===== src/rtl/pla_rst_sync.sv =====
module pla_rst_sync (
  input  logic clk,
  input  logic rst_n,
  output logic rst_sync_n
);
  logic [1:0] sync_q;

  always_ff @(posedge clk or negedge rst_n) begin
    if (!rst_n) sync_q <= 2'b00;
    else        sync_q <= {sync_q[0], 1'b1};
  end

  assign rst_sync_n = sync_q[1];
endmodule


===== src/rtl/pla_shift_chain.sv =====
module pla_shift_chain #(
  parameter int unsigned WIDTH = 66
) (
  input  logic             clk,
  input  logic             rst_n,
  input  logic             shift_en,
  input  logic             ser_in,
  output logic [WIDTH-1:0] chain_o
);
  logic [WIDTH-1:0] chain_d, chain_q;

  always_comb begin
    chain_d = chain_q;
    if (shift_en) chain_d = {ser_in, chain_q[WIDTH-1:1]};
  end

  always_ff @(posedge clk or negedge rst_n) begin
    if (!rst_n)        chain_q <= '0;
    else if (shift_en) chain_q <= chain_d;
  end

  assign chain_o = chain_q;
endmodule


===== src/rtl/pla_and_plane.sv =====
module pla_and_plane #(
  parameter int unsigned N_IN   = 4,
  parameter int unsigned N_TERM = 6
) (
  input  logic [N_IN-1:0]          in_vec,
  input  logic [N_TERM*2*N_IN-1:0] and_cfg,
  output logic [N_TERM-1:0]        term_o
);
  localparam int unsigned LITS = 2 * N_IN;

  logic [LITS-1:0] lits;

  for (genvar i = 0; i < N_IN; i++) begin : g_lit
    assign lits[2*i]   = in_vec[i];
    assign lits[2*i+1] = ~in_vec[i];
  end

  for (genvar t = 0; t < N_TERM; t++) begin : g_term
    logic [LITS-1:0] mask;
    assign mask      = and_cfg[t*LITS +: LITS];
    // A disconnected literal is forced to 1 so it cannot pull the AND low.
    assign term_o[t] = &(lits | ~mask);
  end
endmodule


===== src/rtl/pla_or_plane.sv =====
module pla_or_plane #(
  parameter int unsigned N_TERM = 6,
  parameter int unsigned N_OUT  = 3
) (
  input  logic [N_TERM-1:0]       term_i,
  input  logic [N_OUT*N_TERM-1:0] or_cfg,
  output logic [N_OUT-1:0]        out_vec
);
  for (genvar o = 0; o < N_OUT; o++) begin : g_sum
    assign out_vec[o] = |(term_i & or_cfg[o*N_TERM +: N_TERM]);
  end
endmodule


===== src/rtl/pla_array.sv =====
module pla_array #(
  parameter int unsigned N_IN   = 4,
  parameter int unsigned N_OUT  = 3,
  parameter int unsigned N_TERM = 6
) (
  input  logic              clk,
  input  logic              rst_n,
  input  logic              cfg_en,
  input  logic              cfg_in,
  output logic              cfg_out,
  input  logic [N_IN-1:0]   in_vec,
  output logic [N_OUT-1:0]  out_vec
);
  localparam int unsigned AND_BITS = N_TERM * 2 * N_IN;
  localparam int unsigned OR_BITS  = N_OUT * N_TERM;
  localparam int unsigned CFG_BITS = AND_BITS + OR_BITS;

  logic                rst_ni;
  logic [CFG_BITS-1:0] cfg_shadow;
  logic [CFG_BITS-1:0] cfg_act_d, cfg_act_q;
  logic                en_d, en_q;
  logic                commit;
  logic [N_TERM-1:0]   terms;

  pla_rst_sync u_rst (
    .clk        (clk),
    .rst_n      (rst_n),
    .rst_sync_n (rst_ni)
  );

  pla_shift_chain #(.WIDTH(CFG_BITS)) u_chain (
    .clk      (clk),
    .rst_n    (rst_ni),
    .shift_en (cfg_en),
    .ser_in   (cfg_in),
    .chain_o  (cfg_shadow)
  );

  // Commit on the first edge that sees cfg_en low after it was high.
  always_comb begin
    en_d      = cfg_en;
    commit    = en_q & ~cfg_en;
    cfg_act_d = commit ? cfg_shadow : cfg_act_q;
  end

  always_ff @(posedge clk or negedge rst_ni) begin
    if (!rst_ni) begin
      en_q      <= 1'b0;
      cfg_act_q <= '0;
    end else begin
      en_q <= en_d;
      if (commit) cfg_act_q <= cfg_act_d;
    end
  end

  assign cfg_out = cfg_shadow[0];

  pla_and_plane #(.N_IN(N_IN), .N_TERM(N_TERM)) u_and (
    .in_vec  (in_vec),
    .and_cfg (cfg_act_q[AND_BITS-1:0]),
    .term_o  (terms)
  );

  pla_or_plane #(.N_TERM(N_TERM), .N_OUT(N_OUT)) u_or (
    .term_i  (terms),
    .or_cfg  (cfg_act_q[CFG_BITS-1:AND_BITS]),
    .out_vec (out_vec)
  );
endmodule


===== config.mk =====
export PLATFORM = sky130hd
export DESIGN_NAME = pla_array
export DESIGN_NICKNAME = d
export VERILOG_FILES = /design/src/rtl/pla_rst_sync.sv /design/src/rtl/pla_shift_chain.sv /design/src/rtl/pla_and_plane.sv /design/src/rtl/pla_or_plane.sv /design/src/rtl/pla_array.sv
export SDC_FILE = /design/constraint.sdc
export NUM_CORES = 1
export LEC_CHECK = 0
export BUFFER_PORTS_ARGS = -buffer_cell sky130_fd_sc_hd__buf_2
export CORE_ASPECT_RATIO = 1.75
export CORE_MARGIN = 3
export CORE_UTILIZATION = 40
export CTS_BUF_LIST = sky130_fd_sc_hd__clkbuf_8
export CTS_CLUSTER_DIAMETER = 30
export DETAILED_ROUTE_END_ITERATION = 8
export GPL_TIMING_DRIVEN = 0
export PLACE_DENSITY = 0.59
export SYNTH_ARGS = -nofsm -noshare
export SYNTH_HDL_FRONTEND = slang
export SYNTH_HIERARCHICAL = 1
export SYNTH_SLANG_ARGS = --single-unit

===== constraint.sdc =====
create_clock -name clk -period 4.6 [get_ports clk]
set_clock_uncertainty 0.05 [all_clocks]
set_input_delay 0 -clock clk [delete_from_list [all_inputs] [get_ports clk]]
set_output_delay 0 -clock clk [all_outputs]
set_load 0.02 [all_outputs]

==> impl_results.md <==
- Worst Path Required: 4550 ps
- RSZ-0062 raised after global routing: no
- Final setup viols: 0
- Root Buffer: clkbuf_8
- Mean number of vias per cell: 4.942
- Largest net degree at the start of global routing: 74
- Critical path class: register to output port
- WP data arrival: 1760 ps
- Via count: 2713
- # Post-CTS Setup Buffers: 0
- Sequential area share after synthesis: 58.44%
- HP Class: primary input to register
- Antenna cell count: 0
- Htree depth: 4
- Drc violations: 0
- Post-synth top area share: 58.44%
- Dpl hpwl: 6.372 mm
- Core box area: 14050 um2
- Outcome: finished clean
- Rows: 57
- RePlAce Congestion: 0.7208
- Register bit total from synthesis: 135
- Final WL: 9.525 mm
- CTS hold repair buffers: 4
- Clock Tree Buf Depth: 2
- Die Width: 96.88 um
- Post-layout util: 46.59%
- Mapped Cells: 329
- Post-CTS resize count: 0
- Drt pass-1 iters: 4
- Max-cap violation count: 0
- Leak: 0.003232 uW
- Clock Pin Slew Worst Setup and Hold Paths: 80 ps
- Clock Latency Late Sink: 430 ps
- Commonest non-fill, non-tap cell in the layout: dfrtp_1
- Number of nets in the layout: 368
- Synth area leaders: dfrtp_1, mux2_4, mux2_2, mux2i_1, buf_12
- First-pass GRT wire length: 16.19 mm
- Slew HR: 47.81%
- Avg Cell Area, Syn: 17.57 um2
- Post-synth cell types: 13
- TritonCTS Buffers: 17
- Hold Slack: 263.1 ps
- GRT Total Usage: 13.07%
- Synth-to-layout area growth: 13.25%
- Worst VDD drop: 0.2157 mV
- Clk sinks: 135
- Die area: 15990 um2
- Fin crit period: 1807 ps
- Tcrit/Tclk final: 39.28%
- Synth Net Count: 337
- Total gr overflow: 0
- Per-cell routed wire length: 17.35 um
- Fmax: 0.5534 GHz
- Final WS setup: 2793 ps
- Warnings, synthesis: 6
- Dominant cell type by area after synthesis: dfrtp_1
- Slew @ Worst Pin: 782.8 ps
- Endpoints failing hold: 0
- Die H: 165.0 um
- Antenna Nets Post-Route: 0
- I/O Buffers: 7
- CP endpoint kind: output port
- Antenna violations before repair: 0
- PD cells: 484.8 nW/um2
- Max-slew violation count: 0
- DP Worst Slack: 3241 ps
- Layout cells sized above 1: 51.34%
- Starting Density: 41.14%
- Most frequent cells in the layout: dfrtp_1, mux2_4, mux2_2
- CP Max Fanout: 3
- Total Power: 3174 uW
- Initial DRC Count: 98
- Vias in the first global route: 3046
- IO Pins: 12
- Startpoint types: register
- CTS tree: done
- Mapped Area: 5781 um2
[metal layers]
metal | wire length [um] | global-route usage [%] | share of wire (%)
met1 | 4286 | 16.24 | 45
met2 | 4856 | 21.67 | 51
met3 | 209 | 2.959 | 2.2
met4 | 174 | 6.134 | 1.8
met5 | 0 | 0 | 0
[through the flow]
stage | setup TNS [ps] | area [um2] | instances
global placement | -111880 | 6037 | 513
detailed placement | 0 | 6068 | 514
global route | 0 | 6546 | 549
finish | 0 | 6546 | 549
floorplan | 0 | 5781 | 329
CTS | 0 | 6546 | 549
[synthesized netlist by cell type]
cell     number
nor2b_4       1
mux2_4       80
and4_1        6
mux2_2       52
conb_1        1
buf_4         3
buf_6         8
nand3_1       3
dfrtp_1     135
mux2i_1      24
buf_2         2
buf_12        5
a22oi_1       9
[area by class of cell]
type,instances,area [um2]
plain buffers,18,222.7
flip-flops and latches,135,3382
clock buffers,19,261.5
fillers,1218,7503
repair buffers,12,102.6
well taps,177,221.5
multi-input cells,176,2180
clock inverters,12,176.4
[worst paths after layout]
path / slack (ps) / depth (start not counted) / startpoint / endpoint
min in group asynchronous: 350 / 3 / rst_n / u_rst/sync_q[1]
worst min-delay path: 260 / 2 / cfg_en / en_q
worst max-delay path: 2790 / 5 / cfg_act_q[37] / out_vec[2]
max in group asynchronous: 3310 / 1 / u_rst/sync_q[1] / u_chain/chain_o[9]
worst max register to register: 3300 / 4 / en_q / cfg_act_q[32]
worst min register to register: 310 / 0 / u_rst/sync_q[0] / u_rst/sync_q[1]
[sequential cells by signal, summed over array words and instances (netlist names)]
register	flops
cfg_act_q	66
en_q	1
u_chain/chain_o	66
u_rst/sync_q	2
[worst max-delay path: stages, from the launching register on]
cell and delay [ps]:
dfrtp_1 390, mux2i_1 190, and4_1 350, a22oi_1 110, nand3_1 120, buf_2 170
[report_power, final]
group          switching [uW]  total [uW]  internal [uW]
clock network             445        1060            616
registers                 172        1580           1410
logic                     160         533            374
[cell families (layout without fill, tap and decap cells)]
logic type | Yosys count | in the layout | synth area share (%)
buf+inv | 18 | 61 | 3.853
other cells | 1 | 1 | 0.06487
simple gates | 10 | 10 | 1.407
flops | 135 | 135 | 58.44
compound gates | 9 | 9 | 1.169
mux | 156 | 156 | 35.06
Note: power is estimated with default switching activity, not from simulation.
